**src/rtl/xrs_pkg.sv**
```systemverilog
package xrs_pkg;

  typedef enum logic [3:0] {
    S_IDLE, S_INIT, S_INIT_WR, S_RD, S_MOD, S_WR, S_TRANS,
    S_END_INIT, S_END_INIT_WR, S_RESET, S_DONE
  } xrs_state_e;

  localparam int unsigned CLAIM_CODE   = 2;
  localparam int unsigned RELEASE_CODE = 3;

  // Bits under the mask come from the new value, the rest from the read data.
  function automatic logic [31:0] merge_bits(input logic [31:0] rd,
                                             input logic [31:0] mask,
                                             input logic [31:0] val);
    return (rd & ~mask) | (val & mask);
  endfunction

endpackage

```
**src/rtl/xrs_loop_cnt.sv**
```systemverilog
module xrs_loop_cnt #(
  parameter int N_CH  = 2,
  parameter int N_OFS = 3,
  localparam int CH_W = (N_CH  > 1) ? $clog2(N_CH)  : 1,
  localparam int OI_W = (N_OFS > 1) ? $clog2(N_OFS) : 1
) (
  input  logic            clk,
  input  logic            rst_n,
  input  logic            ch_clr,
  input  logic            ch_inc,
  input  logic            ofs_clr,
  input  logic            ofs_inc,
  output logic [CH_W-1:0] ch,
  output logic [OI_W-1:0] ofs,
  output logic            ch_last,
  output logic            ofs_last
);

  always_ff @(posedge clk or negedge rst_n) begin
    if (!rst_n)       ch <= '0;
    else if (ch_clr)  ch <= '0;
    else if (ch_inc)  ch <= ch + 1'b1;
  end

  always_ff @(posedge clk or negedge rst_n) begin
    if (!rst_n)       ofs <= '0;
    else if (ofs_clr) ofs <= '0;
    else if (ofs_inc) ofs <= ofs + 1'b1;
  end

  assign ch_last  = (ch  == CH_W'(N_CH - 1));
  assign ofs_last = (ofs == OI_W'(N_OFS - 1));

endmodule

```
**src/rtl/xrs_tbl_sel.sv**
```systemverilog
module xrs_tbl_sel #(
  parameter int N_OFS  = 3,
  parameter int OFS_AW = 4,
  parameter int DW     = 32,
  localparam int OI_W  = (N_OFS > 1) ? $clog2(N_OFS) : 1
) (
  input  logic [N_OFS*OFS_AW-1:0] tbl_addr,
  input  logic [N_OFS*DW-1:0]     tbl_mask,
  input  logic [N_OFS*DW-1:0]     tbl_val,
  input  logic [OI_W-1:0]         idx,
  output logic [OFS_AW-1:0]       sel_addr,
  output logic [DW-1:0]           sel_mask,
  output logic [DW-1:0]           sel_val
);

  logic [OFS_AW-1:0] addr_a [N_OFS];
  logic [DW-1:0]     mask_a [N_OFS];
  logic [DW-1:0]     val_a  [N_OFS];

  for (genvar i = 0; i < N_OFS; i++) begin : g_unpack
    assign addr_a[i] = tbl_addr[i*OFS_AW +: OFS_AW];
    assign mask_a[i] = tbl_mask[i*DW +: DW];
    assign val_a[i]  = tbl_val[i*DW +: DW];
  end

  assign sel_addr = addr_a[idx];
  assign sel_mask = mask_a[idx];
  assign sel_val  = val_a[idx];

endmodule

```
**src/rtl/xrs_merge.sv**
```systemverilog
module xrs_merge #(
  parameter int DW = 32
) (
  input  logic          clk,
  input  logic          rst_n,
  input  logic          cap_en,
  input  logic [DW-1:0] rdata,
  input  logic          mod_en,
  input  logic [DW-1:0] mask,
  input  logic [DW-1:0] val,
  output logic [DW-1:0] merged
);
  import xrs_pkg::*;

  logic [DW-1:0] rd_q;

  always_ff @(posedge clk or negedge rst_n) begin
    if (!rst_n) begin
      rd_q   <= '0;
      merged <= '0;
    end else begin
      if (cap_en) rd_q <= rdata;
      if (mod_en) merged <= DW'(merge_bits(32'(rd_q), 32'(mask), 32'(val)));
    end
  end

endmodule

```
**src/rtl/xcvr_rmw_seq.sv**
```systemverilog
module xcvr_rmw_seq #(
  parameter int N_CH   = 2,
  parameter int N_OFS  = 3,
  parameter int OFS_AW = 4,
  parameter int DW     = 32,
  localparam int CH_W  = (N_CH  > 1) ? $clog2(N_CH)  : 1,
  localparam int OI_W  = (N_OFS > 1) ? $clog2(N_OFS) : 1,
  localparam int AW    = CH_W + OFS_AW
) (
  input  logic                    clk,
  input  logic                    rst_n,
  input  logic                    start,
  input  logic [N_OFS*OFS_AW-1:0] tbl_addr,
  input  logic [N_OFS*DW-1:0]     tbl_mask,
  input  logic [N_OFS*DW-1:0]     tbl_val,
  output logic [AW-1:0]           mm_address,
  output logic                    mm_read,
  output logic                    mm_write,
  output logic [DW-1:0]           mm_writedata,
  input  logic [DW-1:0]           mm_readdata,
  input  logic                    mm_readdatavalid,
  input  logic                    mm_waitrequest,
  output logic                    rst_req,
  input  logic                    rst_ready,
  output logic                    done
);
  import xrs_pkg::*;

  xrs_state_e        st;
  logic              rd_issued;
  logic [CH_W-1:0]   ch_cnt;
  logic [OI_W-1:0]   ofs_cnt;
  logic              ch_last, ofs_last;
  logic              ch_clr, ch_inc, ofs_clr, ofs_inc;
  logic [OFS_AW-1:0] cur_addr;
  logic [DW-1:0]     cur_mask, cur_val, merged;

  // Named events, also used by the checker.
  logic ev_accept, ev_capture, ev_start, ev_owner_phase;
  assign ev_accept      = (mm_read | mm_write) & ~mm_waitrequest;
  assign ev_capture     = (st == S_RD) & rd_issued & mm_readdatavalid;
  assign ev_start       = (st == S_IDLE) & start;
  assign ev_owner_phase = (st == S_INIT_WR) | (st == S_END_INIT_WR);

  xrs_loop_cnt #(.N_CH(N_CH), .N_OFS(N_OFS)) u_cnt (
    .clk(clk), .rst_n(rst_n),
    .ch_clr(ch_clr), .ch_inc(ch_inc), .ofs_clr(ofs_clr), .ofs_inc(ofs_inc),
    .ch(ch_cnt), .ofs(ofs_cnt), .ch_last(ch_last), .ofs_last(ofs_last)
  );

  xrs_tbl_sel #(.N_OFS(N_OFS), .OFS_AW(OFS_AW), .DW(DW)) u_sel (
    .tbl_addr(tbl_addr), .tbl_mask(tbl_mask), .tbl_val(tbl_val),
    .idx(ofs_cnt), .sel_addr(cur_addr), .sel_mask(cur_mask), .sel_val(cur_val)
  );

  xrs_merge #(.DW(DW)) u_merge (
    .clk(clk), .rst_n(rst_n),
    .cap_en(ev_capture), .rdata(mm_readdata),
    .mod_en(st == S_MOD), .mask(cur_mask), .val(cur_val),
    .merged(merged)
  );

  always_comb begin
    ch_clr  = ev_start;
    ofs_clr = ev_start | ((st == S_END_INIT_WR) & ~mm_waitrequest);
    ch_inc  = (st == S_END_INIT_WR) & ~mm_waitrequest & ~ch_last;
    ofs_inc = (st == S_TRANS) & ~ofs_last;
  end

  always_ff @(posedge clk or negedge rst_n) begin
    if (!rst_n) begin
      st        <= S_IDLE;
      rd_issued <= 1'b0;
    end else begin
      unique case (st)
        S_IDLE:     if (start) st <= S_INIT;
        S_INIT:     st <= S_INIT_WR;
        S_INIT_WR:  if (!mm_waitrequest) st <= S_RD;
        S_RD: begin
          if (!rd_issued) begin
            if (!mm_waitrequest) rd_issued <= 1'b1;
          end else if (mm_readdatavalid) begin
            rd_issued <= 1'b0;
            st        <= S_MOD;
          end
        end
        S_MOD:      st <= S_WR;
        S_WR:       if (!mm_waitrequest) st <= S_TRANS;
        S_TRANS:    st <= ofs_last ? S_END_INIT : S_RD;
        S_END_INIT: st <= S_END_INIT_WR;
        S_END_INIT_WR:
          if (!mm_waitrequest) st <= ch_last ? S_RESET : S_INIT;
        S_RESET:    if (rst_ready) st <= S_DONE;
        S_DONE:     st <= S_IDLE;
        default:    st <= S_IDLE;
      endcase
    end
  end

  always_comb begin
    mm_read  = (st == S_RD) & ~rd_issued;
    mm_write = ev_owner_phase | (st == S_WR);
    mm_address = ev_owner_phase ? {ch_cnt, {OFS_AW{1'b0}}} : {ch_cnt, cur_addr};
    if (st == S_INIT_WR)          mm_writedata = DW'(CLAIM_CODE);
    else if (st == S_END_INIT_WR) mm_writedata = DW'(RELEASE_CODE);
    else                          mm_writedata = merged;
  end

  assign rst_req = (st == S_RESET);
  assign done    = (st == S_DONE);

endmodule

```
**config.mk**
```make
export PLATFORM = sky130hd
export DESIGN_NAME = xcvr_rmw_seq
export DESIGN_NICKNAME = d
export VERILOG_FILES = /design/src/rtl/xrs_pkg.sv /design/src/rtl/xrs_loop_cnt.sv /design/src/rtl/xrs_tbl_sel.sv /design/src/rtl/xrs_merge.sv /design/src/rtl/xcvr_rmw_seq.sv
export SDC_FILE = /design/constraint.sdc
export NUM_CORES = 1
export LEC_CHECK = 0
export ABC_CLOCK_PERIOD_IN_PS = 3600
export BUFFER_PORTS_ARGS = -buffer_cell sky130_fd_sc_hd__buf_2
export CAP_MARGIN = 25
export CORE_AREA = 2 2 110 112
export DETAILED_ROUTE_END_ITERATION = 12
export DIE_AREA = 0 0 112 114
export GPL_TIMING_DRIVEN = 0
export PLACE_DENSITY_LB_ADDON = 0.12
export SLEW_MARGIN = 25
export SYNTH_ARGS = -nofsm -noshare
export SYNTH_HDL_FRONTEND = slang
export SYNTH_HIERARCHICAL = 1
export SYNTH_SLANG_ARGS = --single-unit
```
**constraint.sdc**
```tcl
create_clock -name clk -period 3.6 [get_ports clk]
set_input_delay 0.54 -clock clk [delete_from_list [all_inputs] [get_ports clk]]
set_output_delay 0.54 -clock clk [all_outputs]
set_load 0.01 [all_outputs]
```
== Yosys cells after proc, flatten, opt, wreduce, memory -nomap -nowiden ==
Cells that the tools add are included.
Word-level totals
  register bits after elaboration: 72
  bits in latches: 0
  RAM bits: 0
  ROM bits: 0
  input port bits: 242
  output and inout port bits: 41
  logic and storage cells: 79
  memories: 0
Cells by class
  $add $sub $neg: 2
  $mul: 0
  divide/modulo/power cells: 0
  order comparisons: 1
  eq/ne operators: 18
  shifts and indexed selects: 0
  mux-type cells: 29
  bitwise operators: 19
  reduce and logical (&&, ||, !) cells: 4
Operators with widths (number)
  $mux 32: 6
  $bmux 32 s2: 2
  $and 32x32->32: 2
  $mux 4: 11
  $pmux 4 s10: 1
  $not 32->32: 1
  $or 32x32->32: 1
  $eq 4x3->1 const B: 4
  $eq 4x4->1 const B: 3
  $ne 2x2->1 const B: 6
  $bmux 4 s2: 1
  $eq 4x2->1 const B: 2
  $and 1x1->1: 7
  $reduce_and 7->1: 1
  $mux 1: 5
  $eq 4x1->1 const B: 1
  $logic_not 4->1: 1
  $mux 2: 2
  $not 1->1: 4
  $reduce_bool 2->1: 2
  $ge 3x3->1 const B: 1
  $mux 3: 1
  $not 2->3: 1
  $or 1x1->1: 3
  other kinds (4): 4

== Longest topological paths before layout ==
  depth after elaboration: 7
  mapped depth: 8
  gate-level depth less buffers: 5

== By module ==
The synthesis kept the hierarchy.
By module, submodules not included
  xrs_merge: times used 1, cells each 203, area an instance 2783.9 um2, seq. area each 1601.5 um2
  xrs_tbl_sel: times used 1, cells each 161, area an instance 1539.0 um2, seq. area each 0.0 um2
  xcvr_rmw_seq: times used 1, cells each 102, area an instance 765.7 um2, seq. area each 125.1 um2
  xrs_loop_cnt: times used 1, cells each 13, area an instance 145.1 um2, seq. area each 75.1 um2

== Worst setup path after synthesis ==
OpenSTA, ideal clock, no wires.
  path kind: register to register
  start point: register st[3]
  end point: register u_merge.rd_q[10]
  library setup time: 0.125 ns
  data arrival time: 1.680 ns
  required time: 3.475 ns
  path slack: 1.795 ns
  stages on the path, launching flop included: 8
  path buffers: 3
  clock period less this slack: 1.805 ns
  path through: dfrtp_1 -> buf_2 -> nor2_1 -> and3_1 -> and3_1 -> buf_6 -> buf_12 -> mux2_4
On the way
  cells in the longest elaborated chain, start to end: 3
RTL lines
  from (decl): RTL line xcvr_rmw_seq.sv:29  | xrs_state_e st;
  from (signal assigned): RTL line xcvr_rmw_seq.sv:89  | S_TRANS: st <= ofs_last ? S_END_INIT : S_RD;
  from (signal assigned): RTL line xcvr_rmw_seq.sv:92  | if (!mm_waitrequest) st <= ch_last ? S_RESET : S_INIT;
  $eq 4x2->1: RTL line xcvr_rmw_seq.sv:41  | assign ev_capture = (st == S_RD) & rd_issued & mm_readdatavalid;
  $and 1x1->1 (2 in series): RTL line xcvr_rmw_seq.sv:41
  net ev_capture: RTL line xcvr_rmw_seq.sv:39  | logic ev_accept, ev_capture, ev_start, ev_owner_phase;
  to (signal assigned): RTL line xrs_merge.sv:22  | if (cap_en) rd_q <= rdata;
  to (decl): RTL line xrs_merge.sv:15  | logic [DW-1:0] rd_q;
The timed path passes the listed nets, and every way through them passes these cells.
A chain may end at the register's enable or synchronous reset.

== Worst setup path after layout ==
  start point: register st[1]
  end point: output port mm_writedata[24]
On the way
  cells in the longest elaborated chain, start to end: 3
  elaborated cells on any way between the ends: 4
  those cells by class: eq/ne: 2; mux: 2
RTL lines
  $eq 4x4->1: RTL line xcvr_rmw_seq.sv:105  | else if (st == S_END_INIT_WR) mm_writedata = DW'(RELEASE_CODE);
  $mux 32: RTL line xcvr_rmw_seq.sv:105
  $mux 32 *: RTL line xcvr_rmw_seq.sv:104  | if (st == S_INIT_WR) mm_writedata = DW'(CLAIM_CODE);
  to (decl): RTL line xcvr_rmw_seq.sv:19  | output logic [DW-1:0] mm_writedata,
Every way passes the cells marked *; elsewhere a longest branch is shown, timed or not.

==> results_dict.tcl <==
set metrics [dict create \
    status "completed" \
    antenna_found_initial 0 \
    max_cap_violations 0 \
    setup_viol 0 \
    maxSlewHeadroom_pct 60.7 \
    routedWlPerCell_um 17.3 \
    setup_total_negative_slack_ps 0 \
    finalClockSkew_ps 7.00 \
    cts_inserted_buffers 9 \
    post-dp-hpwl_mm 12.7 \
    overflow 0 \
    synth_edf_count 0 \
    die_extent_in_x_um 112 \
    vias_per_inst 5.26 \
    post_drt_antenna_nets 0 \
    worst_skew_pair.late_latency_ps 330 \
    synth_sequential_area_ratio_pct 34.4 \
    hold_class "in -> async" \
    port-buffer-count 282 \
    dp_cells 909 \
    io_pins 283 \
    die_area_um2 12800 \
    clock-sinks 72 \
    synth-warning-count 6 \
    drt-initial-drc-count 120 \
    start_util_pct 44.7 \
    final.min_clock_period_ps 2630 \
    total_standard_cell_area_after_synthesis_um2 5230 \
    post_cts_resize_count 0 \
    syn-mean-instance-area_um2 10.9 \
    layout.cells.non_filler 923 \
    synth.largest_area_cell "dfrtp_1" \
    drive_above_1_share_pct 49.2 \
    path_clk_slew_ps 60 \
    rows 40 \
    period_share_pct 73.1 \
    remaining_drc_errors 0 \
    cts_tree "yes" \
    synth_top_area_share_pct 34.4 \
    holdBufCountCts 0 \
    layout.filler_cells 1046 \
    ys_async_sr_fraction_pct 100 \
    globalRouteTotalUtil_pct 24.8 \
    cts_setup_buffers 0 \
    antenna-diode-count 0 \
    timing.critical_path.from_type "flop" \
    least_margin_pin_slew_ps 584 \
    cts-root-buf "clkbuf_16" \
    synth-xor-area-share_pct 0.502 \
    synth_compound_area_share_pct 18.2 \
    post_synth_cell_types 41 \
    clock_path_buffers 2 \
    worstSetupEndpointType "output port" \
    simple_gate_fraction_of_synth_area_pct 10.4 \
    dpl-instance-area_um2 6850 \
    layout-area-overhead-vs-synth_pct 35.8 \
    synthAdderAreaFrac_pct 0.239 \
    vdd_drop_max_v 0.000421 \
    ys_top_cells_by_area "dfrtp_1 (34%), mux2i_1 (20%), o2bb2ai_1 (9.9%)" \
    drt-total-wl_mm 16.0 \
    post_synth_most_frequent_cells "mux2i_1 (102), dfrtp_1 (72), o2bb2ai_1 (59)" \
    coreArea_um2 11700 \
    setup_cp_type "reg -> out" \
    required_ps 3060 \
    worstPathMaxFanout 10 \
    grt_pass1_wl_mm 25.2 \
    final-max-slew-violation-count 0 \
    cells_after_synthesis 479 \
    report.final.hold_viol_count 0 \
    dominant_combinational_cell_family_by_area_after_synthesis "multiplexers" \
    utilization_pct 60.7 \
    leakagePower_uw 0.00340 \
    fp.dieH_um 114 \
    rsz0062_at_grt "false" \
    final_nets 1016 \
    htree_num_levels 3 \
    crit_arrival_ps 2090 \
    count_leader_synth "mux2i_1" \
    largest_net_degree_at_the_start_of_global_routing 38 \
    synth.net_count 722 \
    cellPowerDensity_nw_per_um2 810 \
    weighted_congestion_at_the_end_of_routability_driven_global_placement 0.857 \
    grt_pass1_vias 5056 \
    drt-pass1-iter-count 4 \
    final_cell_area_um2 7110 \
    ys_ff_latch 72 \
    synth_mux_area_share_pct 29.1 \
    vias 4856 \
    synth-main-ff-cell "dfrtp_1" \
    maxClockFrequency_mhz 380 \
]
kinds of logic after synthesis:
kind of cell,Yosys count
mux,136
buf+inv,49
simple gates,102
compound gates,116
xor+xnor,3
flops,72
fa+ha+maj,1
area by class of cell:
class / count / area (µm²) / share of cell area, %
Timing Repair Buffer: 283 / 1430 / 20.2
Clock buffer: 13 / 250 / 3.52
Clock inverter: 1 / 5.00 / 0.0704
Multi-Input combinational cell: 358 / 3060 / 43.0
Inverter: 4 / 15.0 / 0.211
Tap cell: 147 / 184 / 2.59
Buffer: 45 / 362 / 5.09
Sequential cell: 72 / 1800 / 25.4
where the power goes:
| group | leakage, µW | switching (µW) | internal, µW |
|---|---|---|---|
| registers | 0.000852 | 225 | 1220 |
| clock network | 0.000126 | 311 | 477 |
| logic | 0.00242 | 1810 | 1710 |
routing by layer:
metal	part of all wire (%)	GRT usage, %
met2	50	42.5
met4	2.2	9.11
met5	0	0
met1	41	31.7
met3	6.6	4.41
cell usage in the layout (no fill, tap or decap), types with 9 or more instances in the layout:
cell       Yosys  final
clkbuf_16      0      9
clkbuf_1       8     11
buf_6          9      9
a21oi_1       35     35
o2bb2ai_2     10     10
o2bb2ai_1     59     59
mux2i_1      102    102
buf_2         15    296
nor2_1        41     41
dfrtp_1       72     72
buf_4          8      9
and2_1        34     34
mux2_4        32     32
worst max-delay path, stage by stage, from the launching register on:
cell      delay [ps]
dfrtp_1          370
buf_6            140
xor2_1           180
nand2_1          290
clkbuf_1         420
and2_1           220
buf_2            130
worst paths after layout:
path / start / endpoint / slack [ps] / cells past startpoint
min in group clk: mm_readdata[1] / u_merge/rd_q[1]$_DFFE_PN0P_ / 440 / 2
max reg2reg: st[3]$_DFFE_PN0P_ / u_merge/rd_q[11]$_DFFE_PN0P_ / 1540 / 7
min reg2reg: u_merge/rd_q[26]$_DFFE_PN0P_ / u_merge/rd_q[26]$_DFFE_PN0P_ / 510 / 1
max in group asynchronous: rst_n / u_merge/merged[16]$_DFFE_PN0P_ / 2860 / 2
min: rst_n / rd_issued$_DFFE_PN0N_ / 160 / 1
max: st[1]$_DFFE_PN0P_ / mm_writedata[24] / 970 / 6
flip-flops by register name, indices dropped and copies added (netlist names):
| register | flops |
|---|---|
| u_cnt/ch | 1 |
| u_merge/rd_q | 32 |
| st | 4 |
| u_cnt/ofs | 2 |
| rd_issued | 1 |
| u_merge/merged | 32 |
per-stage QoR:
step	power [µW]	worst slack [ps]	hold slack [ps]
after floorplan	3920	1790	244
after global placement	4920	1340	491
after detailed placement	4990	1350	491
after CTS	5800	984	181
after global routing	6190	845	208
final	5760	968	163
(Power assumes the default switching activity.)
